==> src/rtl/hb_pkg.sv <==
package hb_pkg;

  // Mode encoding equals the sampled pin pair {dir_a, dir_b}.
  typedef enum logic [1:0] {
    MODE_COAST = 2'b00,
    MODE_REV   = 2'b01,
    MODE_FWD   = 2'b10,
    MODE_BRAKE = 2'b11
  } hb_mode_e;

  typedef enum logic [1:0] {
    LEG_OFF  = 2'b00,
    LEG_LOW  = 2'b01,
    LEG_HIGH = 2'b10
  } hb_leg_e;

  function automatic logic mode_drives(hb_mode_e m);
    return (m == MODE_FWD) || (m == MODE_REV);
  endfunction

endpackage

==> src/rtl/hb_persist_timer.sv <==
// Counts consecutive cycles of a qualifying flag; done once LIMIT is reached.
module hb_persist_timer #(
  parameter int unsigned LIMIT = 4
) (
  input  logic clk,
  input  logic rst_n,
  input  logic clr,
  input  logic flag,
  output logic done
);
  localparam int unsigned W = $clog2(LIMIT + 1);
  localparam logic [W-1:0] TOP = W'(LIMIT);

  logic [W-1:0] cnt_q;

  always_ff @(posedge clk or negedge rst_n) begin
    if (!rst_n) begin
      cnt_q <= '0;
    end else if (clr || !flag) begin
      cnt_q <= '0;
    end else if (cnt_q != TOP) begin
      cnt_q <= cnt_q + 1'b1;
    end
  end

  assign done = (cnt_q == TOP);
endmodule

==> src/rtl/hb_wake_pulse.sv <==
// Holds active for LEN cycles after start; clr cancels it.
module hb_wake_pulse #(
  parameter int unsigned LEN = 4
) (
  input  logic clk,
  input  logic rst_n,
  input  logic clr,
  input  logic start,
  output logic active
);
  localparam int unsigned W = $clog2(LEN + 1);
  localparam logic [W-1:0] TOP = W'(LEN);

  logic [W-1:0] cnt_q;

  always_ff @(posedge clk or negedge rst_n) begin
    if (!rst_n) begin
      cnt_q <= '0;
    end else if (clr) begin
      cnt_q <= '0;
    end else if (start) begin
      cnt_q <= TOP;
    end else if (cnt_q != '0) begin
      cnt_q <= cnt_q - 1'b1;
    end
  end

  assign active = (cnt_q != '0);
endmodule

==> src/rtl/hb_mode_tracker.sv <==
// Registers the requested mode and detects wake and ramp-restart events.
module hb_mode_tracker
  import hb_pkg::*;
(
  input  logic     clk,
  input  logic     rst_n,
  input  logic     uv,
  input  logic     dir_a,
  input  logic     dir_b,
  output hb_mode_e mode_q,
  output logic     restart_q,
  output logic     wake_start,
  output logic     req_sleep
);
  hb_mode_e req;

  assign req        = hb_mode_e'({dir_a, dir_b});
  assign req_sleep  = (req == MODE_COAST);
  assign wake_start = !uv && (mode_q == MODE_COAST) && !req_sleep;

  always_ff @(posedge clk or negedge rst_n) begin
    if (!rst_n) begin
      mode_q    <= MODE_COAST;
      restart_q <= 1'b0;
    end else begin
      mode_q    <= uv ? MODE_COAST : req;
      restart_q <= !uv && mode_drives(req) &&
                   ((mode_q == MODE_COAST) || (mode_q == MODE_BRAKE));
    end
  end
endmodule

==> src/rtl/hb_output_stage.sv <==
// Resolves fault precedence into leg states, run, sleep and alarm.
module hb_output_stage
  import hb_pkg::*;
(
  input  logic     uv_q,
  input  logic     oc_lat,
  input  logic     ot_q,
  input  logic     ilim_fault,
  input  logic     wake_active,
  input  hb_mode_e mode,
  output hb_leg_e  leg_a,
  output hb_leg_e  leg_b,
  output logic     run,
  output logic     sleep,
  output logic     alarm_n
);
  logic bridge_off;

  assign bridge_off = uv_q || oc_lat || ot_q;

  always_comb begin
    leg_a = LEG_OFF;
    leg_b = LEG_OFF;
    run   = 1'b0;
    sleep = 1'b0;
    if (!bridge_off) begin
      unique case (mode)
        MODE_COAST: sleep = 1'b1;
        MODE_REV: begin
          leg_a = LEG_LOW;
          leg_b = LEG_HIGH;
          run   = 1'b1;
        end
        MODE_FWD: begin
          leg_a = LEG_HIGH;
          leg_b = LEG_LOW;
          run   = 1'b1;
        end
        MODE_BRAKE: begin
          leg_a = LEG_HIGH;
          leg_b = LEG_HIGH;
        end
        default: sleep = 1'b0;
      endcase
    end
  end

  assign alarm_n = !(bridge_off || ilim_fault || wake_active);
endmodule

==> src/rtl/hb_supervisor.sv <==
module hb_supervisor
  import hb_pkg::*;
#(
  parameter int unsigned CLK_HZ           = 50_000_000,
  parameter int unsigned LIMIT_PERSIST_US = 275_000,
  parameter int unsigned OC_DEGLITCH_US   = 3,
  parameter int unsigned WAKE_PULSE_US    = 2
) (
  input  logic       clk,
  input  logic       rst_n,
  input  logic       dir_a,
  input  logic       dir_b,
  input  logic       cur_limit_flag,
  input  logic       overcurrent_raw,
  input  logic       overtemp_flag,
  input  logic       undervolt_flag,
  output logic [1:0] leg_a_drv,
  output logic [1:0] leg_b_drv,
  output logic       pwm_run,
  output logic       pwm_restart,
  output logic       sleep_active,
  output logic       alarm_n
);
  localparam int unsigned CYC_PER_US = (CLK_HZ / 1_000_000 > 0) ? CLK_HZ / 1_000_000 : 1;
  localparam int unsigned LIM_RAW    = CYC_PER_US * LIMIT_PERSIST_US;
  localparam int unsigned OC_RAW     = CYC_PER_US * OC_DEGLITCH_US;
  localparam int unsigned WAKE_RAW   = CYC_PER_US * WAKE_PULSE_US;
  localparam int unsigned LIM_CYC    = (LIM_RAW  > 0) ? LIM_RAW  : 1;
  localparam int unsigned OC_CYC     = (OC_RAW   > 0) ? OC_RAW   : 1;
  localparam int unsigned WAKE_CYC   = (WAKE_RAW > 0) ? WAKE_RAW : 1;

  hb_mode_e mode_q;
  hb_leg_e  leg_a, leg_b;
  logic     restart_q, wake_start, req_sleep;
  logic     ilim_fault, oc_done, wake_active;
  logic     oc_lat_q, ot_q, uv_q;

  hb_mode_tracker u_mode (
    .clk       (clk),
    .rst_n     (rst_n),
    .uv        (undervolt_flag),
    .dir_a     (dir_a),
    .dir_b     (dir_b),
    .mode_q    (mode_q),
    .restart_q (restart_q),
    .wake_start(wake_start),
    .req_sleep (req_sleep)
  );

  // Current-limit persistence: cleared by sleep request or undervoltage.
  hb_persist_timer #(.LIMIT(LIM_CYC)) u_ilim_tmr (
    .clk  (clk),
    .rst_n(rst_n),
    .clr  (undervolt_flag || req_sleep),
    .flag (cur_limit_flag),
    .done (ilim_fault)
  );

  // Short-circuit deglitch: only undervoltage clears it.
  hb_persist_timer #(.LIMIT(OC_CYC)) u_oc_tmr (
    .clk  (clk),
    .rst_n(rst_n),
    .clr  (undervolt_flag),
    .flag (overcurrent_raw),
    .done (oc_done)
  );

  hb_wake_pulse #(.LEN(WAKE_CYC)) u_wake (
    .clk   (clk),
    .rst_n (rst_n),
    .clr   (undervolt_flag || req_sleep),
    .start (wake_start),
    .active(wake_active)
  );

  always_ff @(posedge clk or negedge rst_n) begin
    if (!rst_n) begin
      oc_lat_q <= 1'b0;
      ot_q     <= 1'b0;
      uv_q     <= 1'b0;
    end else begin
      oc_lat_q <= !undervolt_flag && (oc_lat_q || oc_done);
      ot_q     <= !undervolt_flag && overtemp_flag;
      uv_q     <= undervolt_flag;
    end
  end

  hb_output_stage u_out (
    .uv_q       (uv_q),
    .oc_lat     (oc_lat_q),
    .ot_q       (ot_q),
    .ilim_fault (ilim_fault),
    .wake_active(wake_active),
    .mode       (mode_q),
    .leg_a      (leg_a),
    .leg_b      (leg_b),
    .run        (pwm_run),
    .sleep      (sleep_active),
    .alarm_n    (alarm_n)
  );

  assign leg_a_drv   = leg_a;
  assign leg_b_drv   = leg_b;
  assign pwm_restart = restart_q;
endmodule

==> config.mk <==
export PLATFORM = sky130hd
export DESIGN_NAME = hb_supervisor
export DESIGN_NICKNAME = d
export VERILOG_FILES = /design/src/rtl/hb_pkg.sv /design/src/rtl/hb_persist_timer.sv /design/src/rtl/hb_wake_pulse.sv /design/src/rtl/hb_mode_tracker.sv /design/src/rtl/hb_output_stage.sv /design/src/rtl/hb_supervisor.sv
export SDC_FILE = /design/constraint.sdc
export NUM_CORES = 1
export LEC_CHECK = 0
export ABC_AREA = 1
export BUFFER_PORTS_ARGS = -buffer_cell sky130_fd_sc_hd__buf_4
export CORE_MARGIN = 2
export CORE_UTILIZATION = 53
export CTS_CLUSTER_DIAMETER = 120
export CTS_CLUSTER_SIZE = 14
export DETAILED_ROUTE_END_ITERATION = 8
export HOLD_SLACK_MARGIN = 0.08
export PLACE_DENSITY = 0.75
export SLEW_MARGIN = 20
export SYNTH_ARGS = -nofsm -noshare
export SYNTH_HDL_FRONTEND = slang
export SYNTH_SLANG_ARGS = --single-unit
==> constraint.sdc <==
create_clock -name clk -period 2.82 [get_ports clk]
set_input_delay 0.564 -clock clk [delete_from_list [all_inputs] [get_ports clk]]
set_output_delay 0.564 -clock clk [all_outputs]
set_load 0.05 [all_outputs]
==> impl_metrics.ini <==
[clock_tree]
htree_levels = 2
cts_tree = yes
clkLatencyLatePin_ns = 0.31
ctsResizeCount = 0
clock-sinks = 45
cts_setup_buffers = 0
ctsHoldBuffers = 0
clockBufferDepth = 2
numCtsBuffers = 5
path_clk_slew_ns = 0.08
root_buffer = clkbuf_8

[cells_and_area]
final_nets = 414
syn_to_final_growth_pct = 11.02
diodes = 0
final_cells = 463
drive_above_1_share_pct = 11.45

[place]
place_ws_ns = 0.7812
globalplace.congestion = 0.9248
numPortBuffers = 15
post-place-cells = 455
place.detailed.hpwl_um = 4357

[synthesis]
synth-edff-count = 0
yosysMostFrequentCell = nand2_1
yosysWarnings = 0
synth_cells = 372
ys_seq_elements = 45
synth_nets = 394
async_flop_share_pct = 100.0
synthFlopType = dfrtp_1
synth_area_per_cell_um2 = 7.292
synth_top_cell_by_area = dfrtp_1
synth.area.top_cells = dfrtp_1, nand2_1, nor2_1, inv_1, ha_1
ys_top_cells_by_count = nand2_1, nor2_1, inv_1, dfrtp_1, nand3_1
synth.distinct_cells = 25
yosysSeqAreaShare_pct = 41.51
synth_top_area_share_pct = 41.51
synth_area_um2 = 2713

[floorplan]
fp.dieArea_um2 = 5706
die_x_um = 75.54
core_area_um2 = 5010
rows = 26
ios = 16
start_util_pct = 54.15
die_h_um = 75.54

[grt]
antenna_found_initial = 0
grt_max_degree = 46
grt_pass1_wl_um = 9818
grt_pass1_vias = 2240
overflow = 0
grt_use_total_pct = 22.87

[critical_path]
path_class = reg -> out
crit_arrival_ns = 1.80
reg2regPathDepth = 8
endpoint_kind = output port
cp.required_ns = 2.26
cp_max_fo = 6
worstSetupStartpointType = flop

[power]
leakage_uw = 0.001383
power.total_uw = 1331
ir_drop_v = 0.0003604
power.density_nw_per_um2 = 442.1

[detailed_routing]
wire_per_inst_um = 12.23
avgViaCountPerCell = 5.099
drc_errors = 0
dr.pass1.iters = 4
vias = 2361
drtIter0Drc = 154
wl_um = 5661
ant_nets = 0

[status]
status = completed

[hold_path]
hold_class = in -> async

[timing]
fin_tns_setup_ns = 0
setup_ws_ns = 0.4553
tightest_slew_ns = 0.5816
final_max_slew_viol_count = 0
max_freq_mhz = 422.9
hold_violations = 0
rsz0062_at_grt = false
fin_crit_ns = 2.365
setup_viol = 0
final.setup_skew_ns = 0.01182
max_slew_margin_pct = 61.22
finalCritPeriodShare_pct = 83.86

[run]
max_cap_violations = 0
==> per-layer routing <==
metal  wire length, um  global-route usage, %  vias up
met2              2737                  38.55       46
met1              2552                  27.67     1100
met3               214                  5.159       12
met4               157                  11.11        0
met5                 0                      0        -
li1                  -                      -     1203
==> flip-flops by register name (all words and copies together), names as in the netlist <==
name,cells
u_mode.restart_q,1
ot_q,1
u_oc_tmr.cnt_q,8
oc_lat_q,1
uv_q,1
u_ilim_tmr.cnt_q,24
u_mode.mode_q,2
u_wake.cnt_q,7
==> placed cells by master (no fill, tap or decap) <==
cell,synthesis,routed
a21oi_1,15,15
a31oi_1,2,2
buf_4,1,15
bufinv_16,0,1
clkbuf_1,0,1
clkbuf_8,0,5
clkinv_4,0,1
dfrtp_1,45,45
ha_1,14,14
inv_1,49,49
inv_2,4,4
nand2_1,91,91
nand2_2,4,4
nand3_1,27,27
nand3_2,2,2
nand3_4,1,1
nand3b_1,1,1
nand4_1,5,5
nor2_1,69,69
nor2_2,9,9
nor2_4,3,3
nor3_1,7,7
nor4_1,1,1
o21ai_0,8,8
o21ai_1,2,2
or2_1,1,1
xnor2_1,5,5
xor2_1,5,5
==> report_power, final <==
group / leakage (uW) / switching (uW) / internal, uW / total, uW
Clock: 0.0000554 / 229 / 266 / 495
Combinational: 0.000712 / 108 / 51.0 / 159
Sequential: 0.000616 / 15.6 / 661 / 677
Total: 0.00138 / 353 / 978 / 1330
==> path summary, 6_finish.rpt <==
check	endpoint	start	slack (ns)
setup / recovery	alarm_n	u_ilim_tmr.cnt_q[0]	0.46
hold / removal	u_ilim_tmr.cnt_q[6]	rst_n	0.24
setup reg to reg	u_ilim_tmr.cnt_q[22]	u_ilim_tmr.cnt_q[0]	1.29
hold reg to reg	u_ilim_tmr.cnt_q[6]	u_ilim_tmr.cnt_q[6]	0.50
max in group asynchronous	u_ilim_tmr.cnt_q[2]	rst_n	2.16
min in group clk	uv_q	undervolt_flag	0.43
==> logic make-up after synthesis <==
| kind of cell | synth area share, % |
|---|---|
| and+or+nand+nor | 35.93 |
| buffers and inverters | 7.795 |
| DFF | 41.51 |
| AOI/OAI and AO/OA | 5.074 |
| adders and majority gates | 6.458 |
| xor gates and xnor gates | 3.229 |
==> layout make-up <==
cell class / instances / area [um2]
clock inverter: 2 / 38.79
clock buffer: 6 / 72.57
inverter: 53 / 198.9
sequential: 45 / 1126
fill: 509 / 1998
tap: 70 / 87.58
multi-input combinational: 272 / 1375
timing repair buffer: 15 / 112.6
==> worst max-delay path, stage by stage (launching register included) <==
cell     delay [ns]
dfrtp_1        0.46
inv_2          0.12
ha_1           0.16
nand2_1        0.06
inv_1          0.05
nand3_1        0.08
nor2_2         0.14
nand2_1        0.10
nand3_1        0.09
inv_1          0.05
buf_4          0.18
==> per-stage QoR <==
| step | area (um2) | util (%) | hold WS, ns |
|---|---|---|---|
| 4_1_cts | 3012 | 60.11 | 0.2642 |
| 2_1_floorplan | 2713 | - | 0.2684 |
| 5_1_grt | 3012 | 60.11 | 0.2907 |
| 3_5_place_dp | 2900 | 57.89 | 0.4808 |
| 3_3_place_gp | 2900 | 57.89 | 0.4757 |
| 6_report | 3012 | 60.11 | 0.2396 |
Power figures use the tool's default switching activity.
